[config.mk]
export PLATFORM = sky130hd
export DESIGN_NAME = dev_access_bridge
export DESIGN_NICKNAME = d
export VERILOG_FILES = /design/src/rtl/devb_pkg.sv /design/src/rtl/devb_lane_decode.sv /design/src/rtl/devb_rd_align.sv /design/src/rtl/devb_ctrl.sv /design/src/rtl/dev_access_bridge.sv
export SDC_FILE = /design/constraint.sdc
export NUM_CORES = 1
export LEC_CHECK = 0
export BUFFER_PORTS_ARGS = -buffer_cell sky130_fd_sc_hd__buf_2
export CAP_MARGIN = 20
export CORE_UTILIZATION = 55
export CTS_CLUSTER_DIAMETER = 120
export DETAILED_ROUTE_END_ITERATION = 6
export PLACE_DENSITY = 0.83
export SYNTH_ARGS = -nofsm -noshare
export SYNTH_HDL_FRONTEND = slang
export SYNTH_SLANG_ARGS = --single-unit
[constraint.sdc]
create_clock -name clk -period 4.6 [get_ports clk]
set_clock_uncertainty 0.2 [all_clocks]
set_input_delay 0.46 -clock clk [delete_from_list [all_inputs] [get_ports clk]]
set_output_delay 0.46 -clock clk [all_outputs]
set_load 0.1 [all_outputs]
[src/rtl/devb_pkg.sv]
package devb_pkg;

   typedef enum logic [2:0] {
      ST_IDLE,
      ST_AW,
      ST_W,
      ST_B,
      ST_AR,
      ST_R
   } devb_state_e;

   localparam logic [1:0] SZ_BYTE  = 2'd0;
   localparam logic [1:0] SZ_HALF  = 2'd1;
   localparam logic [1:0] SZ_WORD  = 2'd2;

   localparam logic [1:0] BURST_INCR   = 2'b01;
   localparam logic [2:0] PROT_NS_DATA = 3'b010;
   localparam logic [3:0] LEN_ONE_BEAT = 4'd0;

   // number of bytes a request size code moves on the bus
   function automatic int size_bytes(input logic [1:0] sz);
      case (sz)
         SZ_BYTE: return 1;
         SZ_HALF: return 2;
         default: return 4;
      endcase
   endfunction

endpackage

[src/rtl/devb_lane_decode.sv]
module devb_lane_decode
   import devb_pkg::*;
#(
   parameter int LANES = 4,
   localparam int OFF_W = $clog2(LANES)
) (
   input  logic [OFF_W-1:0] off,
   input  logic [1:0]       size,
   output logic             fault,
   output logic [LANES-1:0] strb,
   output logic [2:0]       axsize
);

   int nb;
   int offs;

   always_comb begin
      nb   = size_bytes(size);
      offs = int'(off);
      case (size)
         SZ_BYTE: axsize = 3'd0;
         SZ_HALF: axsize = 3'd1;
         default: axsize = 3'd2;
      endcase
      fault = ((offs % nb) != 0);
   end

   for (genvar g = 0; g < LANES; g++) begin : g_lane
      assign strb[g] = (g >= offs) && (g < offs + nb);
   end

endmodule

[src/rtl/devb_rd_align.sv]
module devb_rd_align
   import devb_pkg::*;
#(
   parameter int LANES = 4,
   localparam int OFF_W = $clog2(LANES),
   localparam int DW = 8 * LANES
) (
   input  logic [OFF_W-1:0] off,
   input  logic [1:0]       size,
   input  logic [DW-1:0]    bus_data,
   output logic [DW-1:0]    cpu_data
);

   logic [DW-1:0] shifted;
   int nb;

   always_comb begin
      shifted = bus_data >> {off, 3'b000};
      nb      = size_bytes(size);
   end

   for (genvar j = 0; j < LANES; j++) begin : g_keep
      assign cpu_data[8*j +: 8] = (j < nb) ? shifted[8*j +: 8] : 8'h00;
   end

endmodule

[src/rtl/devb_ctrl.sv]
module devb_ctrl
   import devb_pkg::*;
#(
   parameter int ADDR_W = 32,
   parameter int ID_W   = 1,
   parameter int LANES  = 4,
   localparam int OFF_W = $clog2(LANES),
   localparam int DW    = 8 * LANES
) (
   input  logic              clk,
   input  logic              rst_n,
   input  logic              req_valid,
   output logic              req_ready,
   input  logic [ADDR_W-1:0] req_addr,
   input  logic [1:0]        req_size,
   input  logic              req_write,
   input  logic [DW-1:0]     req_wdata,
   input  logic              req_virt,
   input  logic              dec_fault,
   input  logic [LANES-1:0]  dec_strb,
   input  logic [2:0]        dec_axsize,
   output logic [ADDR_W-1:0] q_addr,
   output logic [1:0]        q_size,
   output logic [2:0]        q_axsize,
   output logic [LANES-1:0]  q_strb,
   output logic [DW-1:0]     q_wdata,
   output logic [ID_W-1:0]   q_id,
   output logic              awvalid,
   input  logic              awready,
   output logic              wvalid,
   input  logic              wready,
   input  logic              bvalid,
   output logic              bready,
   input  logic [1:0]        bresp,
   output logic              arvalid,
   input  logic              arready,
   input  logic              rvalid,
   output logic              rready,
   input  logic [1:0]        rresp,
   input  logic              rlast,
   input  logic [DW-1:0]     rd_aligned,
   output logic              rsp_valid,
   output logic [DW-1:0]     rsp_rdata,
   output logic [1:0]        rsp_resp,
   output logic              rsp_fault
);

   devb_state_e state;

   always_comb begin
      req_ready = (state == ST_IDLE);
      awvalid   = (state == ST_AW);
      wvalid    = (state == ST_W);
      bready    = (state == ST_B);
      arvalid   = (state == ST_AR);
      rready    = (state == ST_R);
   end

   always_ff @(posedge clk or negedge rst_n) begin
      if (!rst_n) begin
         state     <= ST_IDLE;
         q_addr    <= '0;
         q_size    <= '0;
         q_axsize  <= '0;
         q_strb    <= '0;
         q_wdata   <= '0;
         q_id      <= '0;
         rsp_valid <= 1'b0;
         rsp_rdata <= '0;
         rsp_resp  <= '0;
         rsp_fault <= 1'b0;
      end else begin
         rsp_valid <= 1'b0;
         case (state)
            ST_IDLE: begin
               if (req_valid) begin
                  if (dec_fault) begin
                     rsp_valid <= 1'b1;
                     rsp_fault <= 1'b1;
                     rsp_resp  <= 2'b00;
                     rsp_rdata <= '0;
                  end else begin
                     q_addr   <= req_addr;
                     q_size   <= req_size;
                     q_axsize <= dec_axsize;
                     q_strb   <= dec_strb;
                     q_wdata  <= req_wdata << {req_addr[OFF_W-1:0], 3'b000};
                     q_id     <= ID_W'(req_virt);
                     state    <= req_write ? ST_AW : ST_AR;
                  end
               end
            end
            ST_AW: if (awready) state <= ST_W;
            ST_W:  if (wready)  state <= ST_B;
            ST_B: begin
               if (bvalid) begin
                  rsp_valid <= 1'b1;
                  rsp_fault <= 1'b0;
                  rsp_resp  <= bresp;
                  rsp_rdata <= '0;
                  state     <= ST_IDLE;
               end
            end
            ST_AR: if (arready) state <= ST_R;
            ST_R: begin
               if (rvalid && rlast) begin
                  rsp_valid <= 1'b1;
                  rsp_fault <= 1'b0;
                  rsp_resp  <= rresp;
                  rsp_rdata <= rd_aligned;
                  state     <= ST_IDLE;
               end
            end
            default: state <= ST_IDLE;
         endcase
      end
   end

endmodule

[src/rtl/dev_access_bridge.sv]
module dev_access_bridge
   import devb_pkg::*;
#(
   parameter int ADDR_W = 32,
   parameter int DATA_W = 32,
   parameter int ID_W   = 1
) (
   input  logic              clk,
   input  logic              rst_n,
   input  logic              req_valid,
   output logic              req_ready,
   input  logic [ADDR_W-1:0] req_addr,
   input  logic [1:0]        req_size,
   input  logic              req_write,
   input  logic [DATA_W-1:0] req_wdata,
   input  logic              req_virt,
   output logic              rsp_valid,
   output logic [DATA_W-1:0] rsp_rdata,
   output logic [1:0]        rsp_resp,
   output logic              rsp_fault,
   output logic              m_awvalid,
   input  logic              m_awready,
   output logic [ADDR_W-1:0] m_awaddr,
   output logic [ID_W-1:0]   m_awid,
   output logic [3:0]        m_awlen,
   output logic [2:0]        m_awsize,
   output logic [1:0]        m_awburst,
   output logic [2:0]        m_awprot,
   output logic              m_wvalid,
   input  logic              m_wready,
   output logic [DATA_W-1:0] m_wdata,
   output logic [DATA_W/8-1:0] m_wstrb,
   output logic              m_wlast,
   output logic [ID_W-1:0]   m_wid,
   input  logic              m_bvalid,
   output logic              m_bready,
   input  logic [1:0]        m_bresp,
   output logic              m_arvalid,
   input  logic              m_arready,
   output logic [ADDR_W-1:0] m_araddr,
   output logic [ID_W-1:0]   m_arid,
   output logic [3:0]        m_arlen,
   output logic [2:0]        m_arsize,
   output logic [1:0]        m_arburst,
   output logic [2:0]        m_arprot,
   input  logic              m_rvalid,
   output logic              m_rready,
   input  logic [DATA_W-1:0] m_rdata,
   input  logic [1:0]        m_rresp,
   input  logic              m_rlast
);

   localparam int LANES = DATA_W / 8;
   localparam int OFF_W = $clog2(LANES);

   if (DATA_W != 32) begin : g_bad_width
      $error("dev_access_bridge: DATA_W must be 32");
   end
   if (ID_W < 1) begin : g_bad_id
      $error("dev_access_bridge: ID_W must be at least 1");
   end
   if (ADDR_W <= OFF_W) begin : g_bad_addr
      $error("dev_access_bridge: ADDR_W too small");
   end

   logic              dec_fault;
   logic [LANES-1:0]  dec_strb;
   logic [2:0]        dec_axsize;
   logic [ADDR_W-1:0] q_addr;
   logic [1:0]        q_size;
   logic [2:0]        q_axsize;
   logic [LANES-1:0]  q_strb;
   logic [DATA_W-1:0] q_wdata;
   logic [ID_W-1:0]   q_id;
   logic [DATA_W-1:0] rd_aligned;

   devb_lane_decode #(.LANES(LANES)) u_decode (
      .off    (req_addr[OFF_W-1:0]),
      .size   (req_size),
      .fault  (dec_fault),
      .strb   (dec_strb),
      .axsize (dec_axsize)
   );

   devb_ctrl #(.ADDR_W(ADDR_W), .ID_W(ID_W), .LANES(LANES)) u_ctrl (
      .clk        (clk),
      .rst_n      (rst_n),
      .req_valid  (req_valid),
      .req_ready  (req_ready),
      .req_addr   (req_addr),
      .req_size   (req_size),
      .req_write  (req_write),
      .req_wdata  (req_wdata),
      .req_virt   (req_virt),
      .dec_fault  (dec_fault),
      .dec_strb   (dec_strb),
      .dec_axsize (dec_axsize),
      .q_addr     (q_addr),
      .q_size     (q_size),
      .q_axsize   (q_axsize),
      .q_strb     (q_strb),
      .q_wdata    (q_wdata),
      .q_id       (q_id),
      .awvalid    (m_awvalid),
      .awready    (m_awready),
      .wvalid     (m_wvalid),
      .wready     (m_wready),
      .bvalid     (m_bvalid),
      .bready     (m_bready),
      .bresp      (m_bresp),
      .arvalid    (m_arvalid),
      .arready    (m_arready),
      .rvalid     (m_rvalid),
      .rready     (m_rready),
      .rresp      (m_rresp),
      .rlast      (m_rlast),
      .rd_aligned (rd_aligned),
      .rsp_valid  (rsp_valid),
      .rsp_rdata  (rsp_rdata),
      .rsp_resp   (rsp_resp),
      .rsp_fault  (rsp_fault)
   );

   devb_rd_align #(.LANES(LANES)) u_rd_align (
      .off      (q_addr[OFF_W-1:0]),
      .size     (q_size),
      .bus_data (m_rdata),
      .cpu_data (rd_aligned)
   );

   assign m_awaddr  = q_addr;
   assign m_awid    = q_id;
   assign m_awlen   = LEN_ONE_BEAT;
   assign m_awsize  = q_axsize;
   assign m_awburst = BURST_INCR;
   assign m_awprot  = PROT_NS_DATA;
   assign m_wdata   = q_wdata;
   assign m_wstrb   = q_strb;
   assign m_wlast   = m_wvalid;
   assign m_wid     = q_id;
   assign m_araddr  = q_addr;
   assign m_arid    = q_id;
   assign m_arlen   = LEN_ONE_BEAT;
   assign m_arsize  = q_axsize;
   assign m_arburst = BURST_INCR;
   assign m_arprot  = PROT_NS_DATA;

endmodule

==> impl_metrics.env, run 1 <==
export IMPL_start_util=0.567
export IMPL_die_width_um=170
export IMPL_synth_ff_type="dfrtp_1"
export IMPL_synth_distinct_cells=123
export IMPL_rows=60
export IMPL_synth_edf_count=0
export IMPL_numCtsBuffers=9
export IMPL_syn_avg_cell_area_um2=7.92
export IMPL_gp_congestion=1.07
export IMPL_postSynthCellCount=1949
export IMPL_clockBufferDepth=2
export IMPL_yosys_area_top_type_share=0.181
export IMPL_gr_total_overflow=1171
export IMPL_cts_htree_levels=3
export IMPL_grt_max_degree=73
export IMPL_port_buffers=262
export IMPL_synth_top_area_cell="dfrtp_1"
export IMPL_grt_pass1_wl_mm=211
export IMPL_die_h_um=170
export IMPL_synth_seq_cells=112
export IMPL_root_buffer="clkbuf_16"
export IMPL_synthesis_area_mm2=0.0154
export IMPL_synth_area_top_cells="dfrtp_1 18%, mux2_4 5.9%, xnor2_1 4.4%, nor2_1 4.2%, a21oi_1 3.9%"
export IMPL_clkSinkCount=112
export IMPL_haltStage="global routing"
export IMPL_grt_usage=0.965
export IMPL_tool_error="[ERROR GRT-0116] Global routing finished with congestion. Check the congestion regions in the DRC Viewer."
export IMPL_hpwlAfterDp_mm=58.7
export IMPL_synthArstFlopShare=1.00
export IMPL_yosysSeqAreaShare=0.181
export IMPL_ios=283
export IMPL_grt_pass1_vias=31117
export IMPL_hold_buffers=0
export IMPL_ys_warn_count=0
export IMPL_outcome="aborted with a tool error"
-- cells by family after synthesis --
logic type               synth area share
AO/OA/AOI/OAI                       0.265
XOR/XNOR                           0.0604
adder cells (fa/ha/maj)            0.0293
buffers and inverters              0.0808
flip-flops                          0.181
multiplexers                        0.109
other                            0.000486
AND/OR/NAND/NOR                     0.273
-- cells in the mapped netlist (15+ instances only) --
master	instances
and3_1	32
nand3_1	71
nand2b_1	23
nor4_1	32
a21oi_1	120
ha_1	33
o22ai_1	31
or3_1	30
o31ai_1	16
nor3_1	68
mux2i_1	56
clkbuf_1	50
a31oi_1	21
nor2_1	171
a211oi_1	37
xnor2_1	77
o21ai_0	73
inv_1	79
nor2b_1	26
o21ai_1	21
nand2_1	133
buf_4	62
nand4_1	24
or2_2	19
buf_2	15
mux2_4	61
dfrtp_1	112
and2_1	27
xor2_1	27
o211ai_1	21
a21o_1	32
-- routing by layer --
layer | track usage | GRT overflow
met5 | 0.732 | 8
met4 | 1.06 | 341
met2 | 1.10 | 680
met1 | 0.913 | 78
met3 | 0.846 | 64
-- metrics by stage --
step	instances	instance area [µm²]	setup WS, ns	setup TNS, ns	hold WS [ns]
after floorplan	1967	16200	-20.53	-2261.86	-0.0356
after global placement	3192	22400	-17.52	-1928.68	0.266
after detailed placement	3192	22400	-19.08	-2100.80	0.283
after CTS	3343	24600	-17.80	-1958.75	0.0312
-- what timing repair did --
action	4_1_cts
resized for setup	125
cloned	9
endpoints found under the setup margin	111
endpoints found under the hold margin	0
setup buffers	127
pin swaps	56
==> run 2, diff against run 1 <==
--- a/config.mk
+++ b/config.mk
@@ -7,10 +7,9 @@
 export LEC_CHECK = 0
 export BUFFER_PORTS_ARGS = -buffer_cell sky130_fd_sc_hd__buf_2
 export CAP_MARGIN = 20
-export CORE_UTILIZATION = 55
-export CTS_CLUSTER_DIAMETER = 120
+export CORE_UTILIZATION = 40
 export DETAILED_ROUTE_END_ITERATION = 6
-export PLACE_DENSITY = 0.83
+export PLACE_DENSITY_LB_ADDON = 0.15
 export SYNTH_ARGS = -nofsm -noshare
 export SYNTH_HDL_FRONTEND = slang
 export SYNTH_SLANG_ARGS = --single-unit
==> impl_metrics.env, run 2 <==
export IMPL_outcome="complete, but fails checks"
export IMPL_violations="setup timing"
export IMPL_synth_top_area_cell="dfrtp_1"
export IMPL_gr_total_overflow=0
export IMPL_hpwlAfterDp_mm=53.5
export IMPL_postSynthCellCount=1949
export IMPL_path_clk_slew_ns=0.08
export IMPL_switching_share=0.473
export IMPL_period_share=4.77
export IMPL_avgViaCountPerCell=5.68
export IMPL_p_comb_frac=0.848
export IMPL_instances_no_fill=3529
export IMPL_synth_area_top_cells="dfrtp_1 18%, mux2_4 5.9%, xnor2_1 4.4%, nor2_1 4.2%, a21oi_1 3.9%"
export IMPL_die_h_um=199
export IMPL_yosysSeqAreaShare=0.181
export IMPL_worstSetupEndpointType="register"
export IMPL_maxSlewHeadroom=0.386
export IMPL_tightest_slew_ns=0.921
export IMPL_cts_htree_levels=3
export IMPL_gp_congestion=0.948
export IMPL_fillerInstances=3192
export IMPL_syn_to_final_growth_pct=62.3
export IMPL_powerDensity_mw_per_mm2=492
export IMPL_multi_input_area_mm2=0.0125
export IMPL_ios=283
export IMPL_ys_top_cells_by_count="171 x nor2_1, 133 x nand2_1, 120 x a21oi_1, 112 x dfrtp_1, 79 x inv_1"
export IMPL_crit_arrival_ns=22.00
export IMPL_whs_ns=0.110
export IMPL_first_pass_iters=6
export IMPL_core_mm2=0.0378
export IMPL_synth_distinct_cells=123
export IMPL_mostFrequentLayoutCell="buf_4"
export IMPL_grt_pass1_vias=19384
export IMPL_clockBufferDepth=2
export IMPL_max_stage_delay_ns=0.57
export IMPL_synth_seq_cells=112
export IMPL_setup_slack_ns=-17.34
export IMPL_drive_gt1_frac=0.501
export IMPL_clk_latency_ns=0.38
export IMPL_antenna_found_initial=11
export IMPL_cp_common_cell="ha_4"
export IMPL_fmax_ghz=0.0456
export IMPL_cts_tree="built"
export IMPL_dieArea_mm2=0.0394
export IMPL_slew_viol_final=0
export IMPL_start_util=0.408
export IMPL_wl_per_cell_um=19.6
export IMPL_ys_warn_count=0
export IMPL_largestRegisters="u_ctrl.q_addr (32), u_ctrl.q_wdata (32), u_ctrl.rsp_rdata (32)"
export IMPL_synth_ff_type="dfrtp_1"
export IMPL_ant_nets=0
export IMPL_root_buffer="clkbuf_16"
export IMPL_die_width_um=199
export IMPL_fin_nets=3150
export IMPL_leakage_uw=0.0118
export IMPL_rsz0062_at_grt="yes"
export IMPL_setup_viol=111
export IMPL_power_uw=12300
export IMPL_worstHoldPathType="input pin to register"
export IMPL_worstSetupStartpointType="input pin"
export IMPL_drtIter0Drc=1479
export IMPL_cp_top_family="simple AND/OR/NAND/NOR gates"
export IMPL_numCtsBuffers=9
export IMPL_synthMostInstantiatedCell="nor2_1"
export IMPL_synth_edf_count=0
export IMPL_clkSinkCount=112
export IMPL_ir_drop_mv=0.428
export IMPL_cp_max_fo=6
export IMPL_rows=71
export IMPL_worst_setup_path_type="input pin to register"
export IMPL_dp_cells=3384
export IMPL_worst_ep_required_time_ns=4.66
export IMPL_p_switching_uw=5830
export IMPL_layout_common_cells="875 x buf_4, 259 x buf_2, 155 x nor2_1"
export IMPL_grt_pass1_wl_mm=104
export IMPL_grt_max_degree=53
export IMPL_synthesis_area_mm2=0.0154
export IMPL_wl_mm=69.0
export IMPL_vias=20036
export IMPL_syn_avg_cell_area_um2=7.92
export IMPL_hold_violations=0
export IMPL_route_detailed_drc=0
export IMPL_port_buffers=262
export IMPL_slowest_stage="or4b_4"
export IMPL_preCtsSetupSlack_ns=-18.39
export IMPL_p_seq_frac=0.084
export IMPL_clockPowerShare=0.068
export IMPL_grt_usage=0.336
export IMPL_worst_path_buf_inv=11
export IMPL_intPower_uw=6500
export IMPL_cap_violations=0
export IMPL_period_needed_ns=21.94
export IMPL_register_area_mm2=0.00280
export IMPL_yosys_area_top_type_share=0.181
export IMPL_synthArstFlopShare=1.00
[run 2: cell counts after synthesis]
Identical to the previous run, type by type.
[run 2: cell families after synthesis]
| kind of cell | Yosys count | share of synthesized area |
|---|---|---|
| DFF | 112 | 0.181 |
| muxes | 136 | 0.109 |
| other | 2 | 0.000486 |
| and+or+nand+nor | 763 | 0.273 |
| xor gates and xnor gates | 105 | 0.0604 |
| buffers and inverters | 227 | 0.0808 |
| AOI/OAI and AO/OA | 569 | 0.265 |
| adders and majority gates | 35 | 0.0293 |
[run 2: metal layers]
metal / global-route usage / up-vias / wire (µm)
met3: 0.0397 / 141 / 3960
met5: 0 / - / 21
met4: 0.115 / 4 / 2160
li1: - / 9418 / -
met2: 0.595 / 788 / 33600
met1: 0.418 / 9685 / 29300
[run 2: path summary, 6_finish.rpt]
check	slack (ns)	depth (start not counted)	start	end
min in group asynchronous	0.47	2	rst_n	u_ctrl.state[1]
setup / recovery	-17.34	115	req_size[0]	u_ctrl.q_addr[27]
hold / removal	0.11	2	req_addr[2]	u_ctrl.q_addr[2]
max in group asynchronous	2.79	3	rst_n	u_ctrl.q_addr[30]
setup reg to reg	1.73	7	u_ctrl.state[1]	u_ctrl.rsp_rdata[10]
hold reg to reg	0.32	1	u_ctrl.q_wdata[20]	u_ctrl.q_wdata[20]
[run 2: layout make-up]
class,instances,share of cell area
Inverter,80,0.0122
Clock inverter,6,0.00329
Timing Repair Buffer,1170,0.337
Multi-Input combinational cell,1629,0.500
Tap cell,511,0.0255
Sequential cell,112,0.112
Clock buffer,10,0.00914
Antenna cell,11,0.00110
[run 2: per-stage QoR]
step	instance area, µm²	setup TNS [ns]	util
2_1_floorplan	16200	-2261.86	-
3_3_place_gp	23000	-1940.65	0.609
3_5_place_dp	23000	-2023.06	0.609
4_1_cts	24600	-1896.87	0.651
5_1_grt	25100	-2000.21	0.662
6_report	25100	-1914.10	0.662
[run 2: power groups by stage]
stage               clock network (µW)  registers [µW]  logic, µW
global route                       877            1040      11100
detailed placement                   0            1050       9710
CTS                                837            1030      10200
floorplan                            0            1160       4730
global placement                     0            1050       9610
finish                             841            1040      10400
[run 2: repair_timing]
item / 4_1_cts / 5_1_grt
cloned: 8 / 1
hold buffers: 1 / 0
setup buffers: 97 / 23
pin swaps: 54 / 21
gates resized for setup: 85 / 77
setup endpoints to repair: 111 / 111
hold endpoints to repair: 50 / 0
Power figures use the tool's default switching activity.
==> run 3, diff against run 2 <==
--- a/config.mk
+++ b/config.mk
@@ -10,6 +10,7 @@
 export CORE_UTILIZATION = 40
 export DETAILED_ROUTE_END_ITERATION = 6
 export PLACE_DENSITY_LB_ADDON = 0.15
+export REMOVE_ABC_BUFFERS = 1
 export SYNTH_ARGS = -nofsm -noshare
 export SYNTH_HDL_FRONTEND = slang
 export SYNTH_SLANG_ARGS = --single-unit
==> impl_metrics.env, run 3 (synthesized netlist as in run 2, its figures left out) <==
export IMPL_outcome="complete, but fails checks"
export IMPL_violations="setup timing"
export IMPL_use_met3=0.0498
export IMPL_largestRegisters="u_ctrl.q_addr (32), u_ctrl.q_wdata (32), u_ctrl.rsp_rdata (32)"
export IMPL_cts_htree_levels=3
export IMPL_port_buffers=262
export IMPL_intPower_uw=6540
export IMPL_clk_latency_ns=0.36
export IMPL_dp_cells=3368
export IMPL_die_width_um=199
export IMPL_p_comb_frac=0.849
export IMPL_r2r_end="u_ctrl.rsp_rdata[28]"
export IMPL_maxSlewHeadroom=0.340
export IMPL_placed_area_mm2=0.0224
export IMPL_drive_gt1_frac=0.506
export IMPL_p_seq_frac=0.084
export IMPL_cp_top_family="simple AND/OR/NAND/NOR gates"
export IMPL_cp_max_fo=7
export IMPL_grt_max_degree=75
export IMPL_reg2reg_slack_ns=1.49
export IMPL_gp_congestion=0.962
export IMPL_fmax_ghz=0.0449
export IMPL_period_needed_ns=22.25
export IMPL_clkSinkCount=112
export IMPL_clockBufferDepth=2
export IMPL_preCtsSetupSlack_ns=-19.80
export IMPL_rsz0062_at_grt="yes"
export IMPL_numCtsBuffers=9
export IMPL_avgViaCountPerCell=5.70
export IMPL_reg2regPathDepth=5
export IMPL_ant_nets=0
export IMPL_first_pass_iters=5
export IMPL_wl_per_cell_um=19.8
export IMPL_slew_viol_final=0
export IMPL_dieArea_mm2=0.0394
export IMPL_setup_viol=111
export IMPL_wl_mm=70.1
export IMPL_p_switching_uw=5820
export IMPL_worst_setup_path_type="input pin to register"
export IMPL_path_clk_slew_ns=0.08
export IMPL_grt_most_used_layer="met2"
export IMPL_leakage_uw=0.0119
export IMPL_ios=283
export IMPL_hpwlAfterDp_mm=52.6
export IMPL_worst_ep_required_time_ns=4.65
export IMPL_syn_to_final_growth_pct=62.8
export IMPL_grt_pass1_wl_mm=107
export IMPL_cts_tree="built"
export IMPL_gr_total_overflow=0
export IMPL_worstSetupStartpointType="input pin"
export IMPL_powerDensity_mw_per_mm2=492
export IMPL_grt_pass1_vias=19938
export IMPL_start_util=0.408
export IMPL_max_stage_delay_ns=0.59
export IMPL_hold_violations=0
export IMPL_slowest_stage="or4b_4"
export IMPL_rows=71
export IMPL_tightest_slew_ns=0.984
export IMPL_instances_no_fill=3532
export IMPL_grt_use_met2=0.593
export IMPL_switching_share=0.471
export IMPL_layout_common_cells="872 x buf_4, 259 x buf_2, 151 x nor2_1"
export IMPL_mostFrequentLayoutCell="buf_4"
export IMPL_drtIter0Drc=1423
export IMPL_root_buffer="clkbuf_16"
export IMPL_worstReg2RegStart="u_ctrl.state[1]"
export IMPL_core_mm2=0.0378
export IMPL_cap_violations=0
export IMPL_vias=20120
export IMPL_antenna_found_initial=9
export IMPL_fin_nets=3157
export IMPL_worst_path_buf_inv=18
export IMPL_worstHoldPathType="input pin to asynchronous set/reset pin"
export IMPL_clockPowerShare=0.067
export IMPL_grt_usage=0.345
export IMPL_setup_slack_ns=-17.65
export IMPL_power_uw=12400
export IMPL_worstSetupEndpointType="register"
export IMPL_crit_arrival_ns=22.30
export IMPL_design_area_mm2=0.0251
export IMPL_period_share=4.84
export IMPL_route_detailed_drc=0
export IMPL_ir_drop_mv=0.419
export IMPL_cp_common_cell="ha_4"
export IMPL_grtUsageMet1=0.420
export IMPL_die_h_um=199
run 3: changes by cell type in the layout (fill, tap and decap cells not counted), moves of 4 or more:
cell     delta
buf_6       +8
a21oi_2     +6
nor2_2      +6
buf_8       +5
diode_2     -4
inv_1       +4
inv_2       -4
mux2i_1     +4
mux2i_2     -4
nand3_2     +4
nor2_1      -4
run 3: routing by layer:
metal	part of all wire	vias to the layer above	wire (µm)
li1	-	9436	-
met1	0.41	9625	28700
met2	0.47	836	33000
met3	0.070	219	4880
met4	0.049	4	3440
met5	0.00033	-	23
run 3: how the worst max path moves through the flow:
stage	from	endpoint	slack, ns	depth (start not counted)
after global placement	req_size[0]	u_ctrl.q_wdata[26]	-18.98	115
after floorplan	req_size[0]	u_ctrl.q_addr[0]	-26.34	112
final	req_size[0]	u_ctrl.q_wdata[14]	-17.65	122
after global routing	req_size[0]	u_ctrl.q_wdata[10]	-18.56	124
after CTS	req_size[0]	u_ctrl.q_wdata[19]	-17.66	119
after detailed placement	req_size[1]	u_ctrl.q_addr[17]	-19.80	116
run 3: worst register-to-register path, stage by stage (launching register included):
cell     delay (ns)
dfrtp_1        0.47
and3b_1        0.37
nand3_1        0.64
nor4b_2        1.02
nand2_1        0.23
o21ai_4        0.11
run 3: per-stage QoR:
stage | hold WS, ns | TNS, ns | util
6_report | 0.0449 | -1946.63 | 0.664
5_1_grt | 0.117 | -2048.65 | 0.664
3_5_place_dp | 0.270 | -2176.94 | 0.592
3_3_place_gp | 0.266 | -2087.89 | 0.592
2_1_floorplan | -0.0356 | -2838.26 | -
4_1_cts | 0.0723 | -1949.91 | 0.650
run 3: what timing repair did:
item | CTS | global route
gates cloned | 8 | 2
setup buffers | 105 | 41
hold buffers | 0 | 0
setup endpoints to repair | 111 | 111
gates resized for setup | 189 | 95
pin swaps | 62 | 56
run 3: cell type report:
| cell class | instances | area, µm² |
|---|---|---|
| fillers | 3225 | 12700 |
| multi-input cells | 1629 | 12500 |
| repair buffers | 1177 | 8520 |
| flip-flops and latches | 112 | 2800 |
| well taps | 511 | 639 |
| inverters | 80 | 305 |
| clock buffers | 11 | 253 |
| clock inverters | 5 | 61.3 |
| diodes | 7 | 17.5 |
run 3: power by group through the flow:
stage               registers, µW  logic (µW)  clock network, µW
global route                 1040       11200                873
global placement             1050        9460                  0
finish                       1040       10500                831
detailed placement           1050        9520                  0
CTS                          1040       10100                842
floorplan                    1180        4420                  0
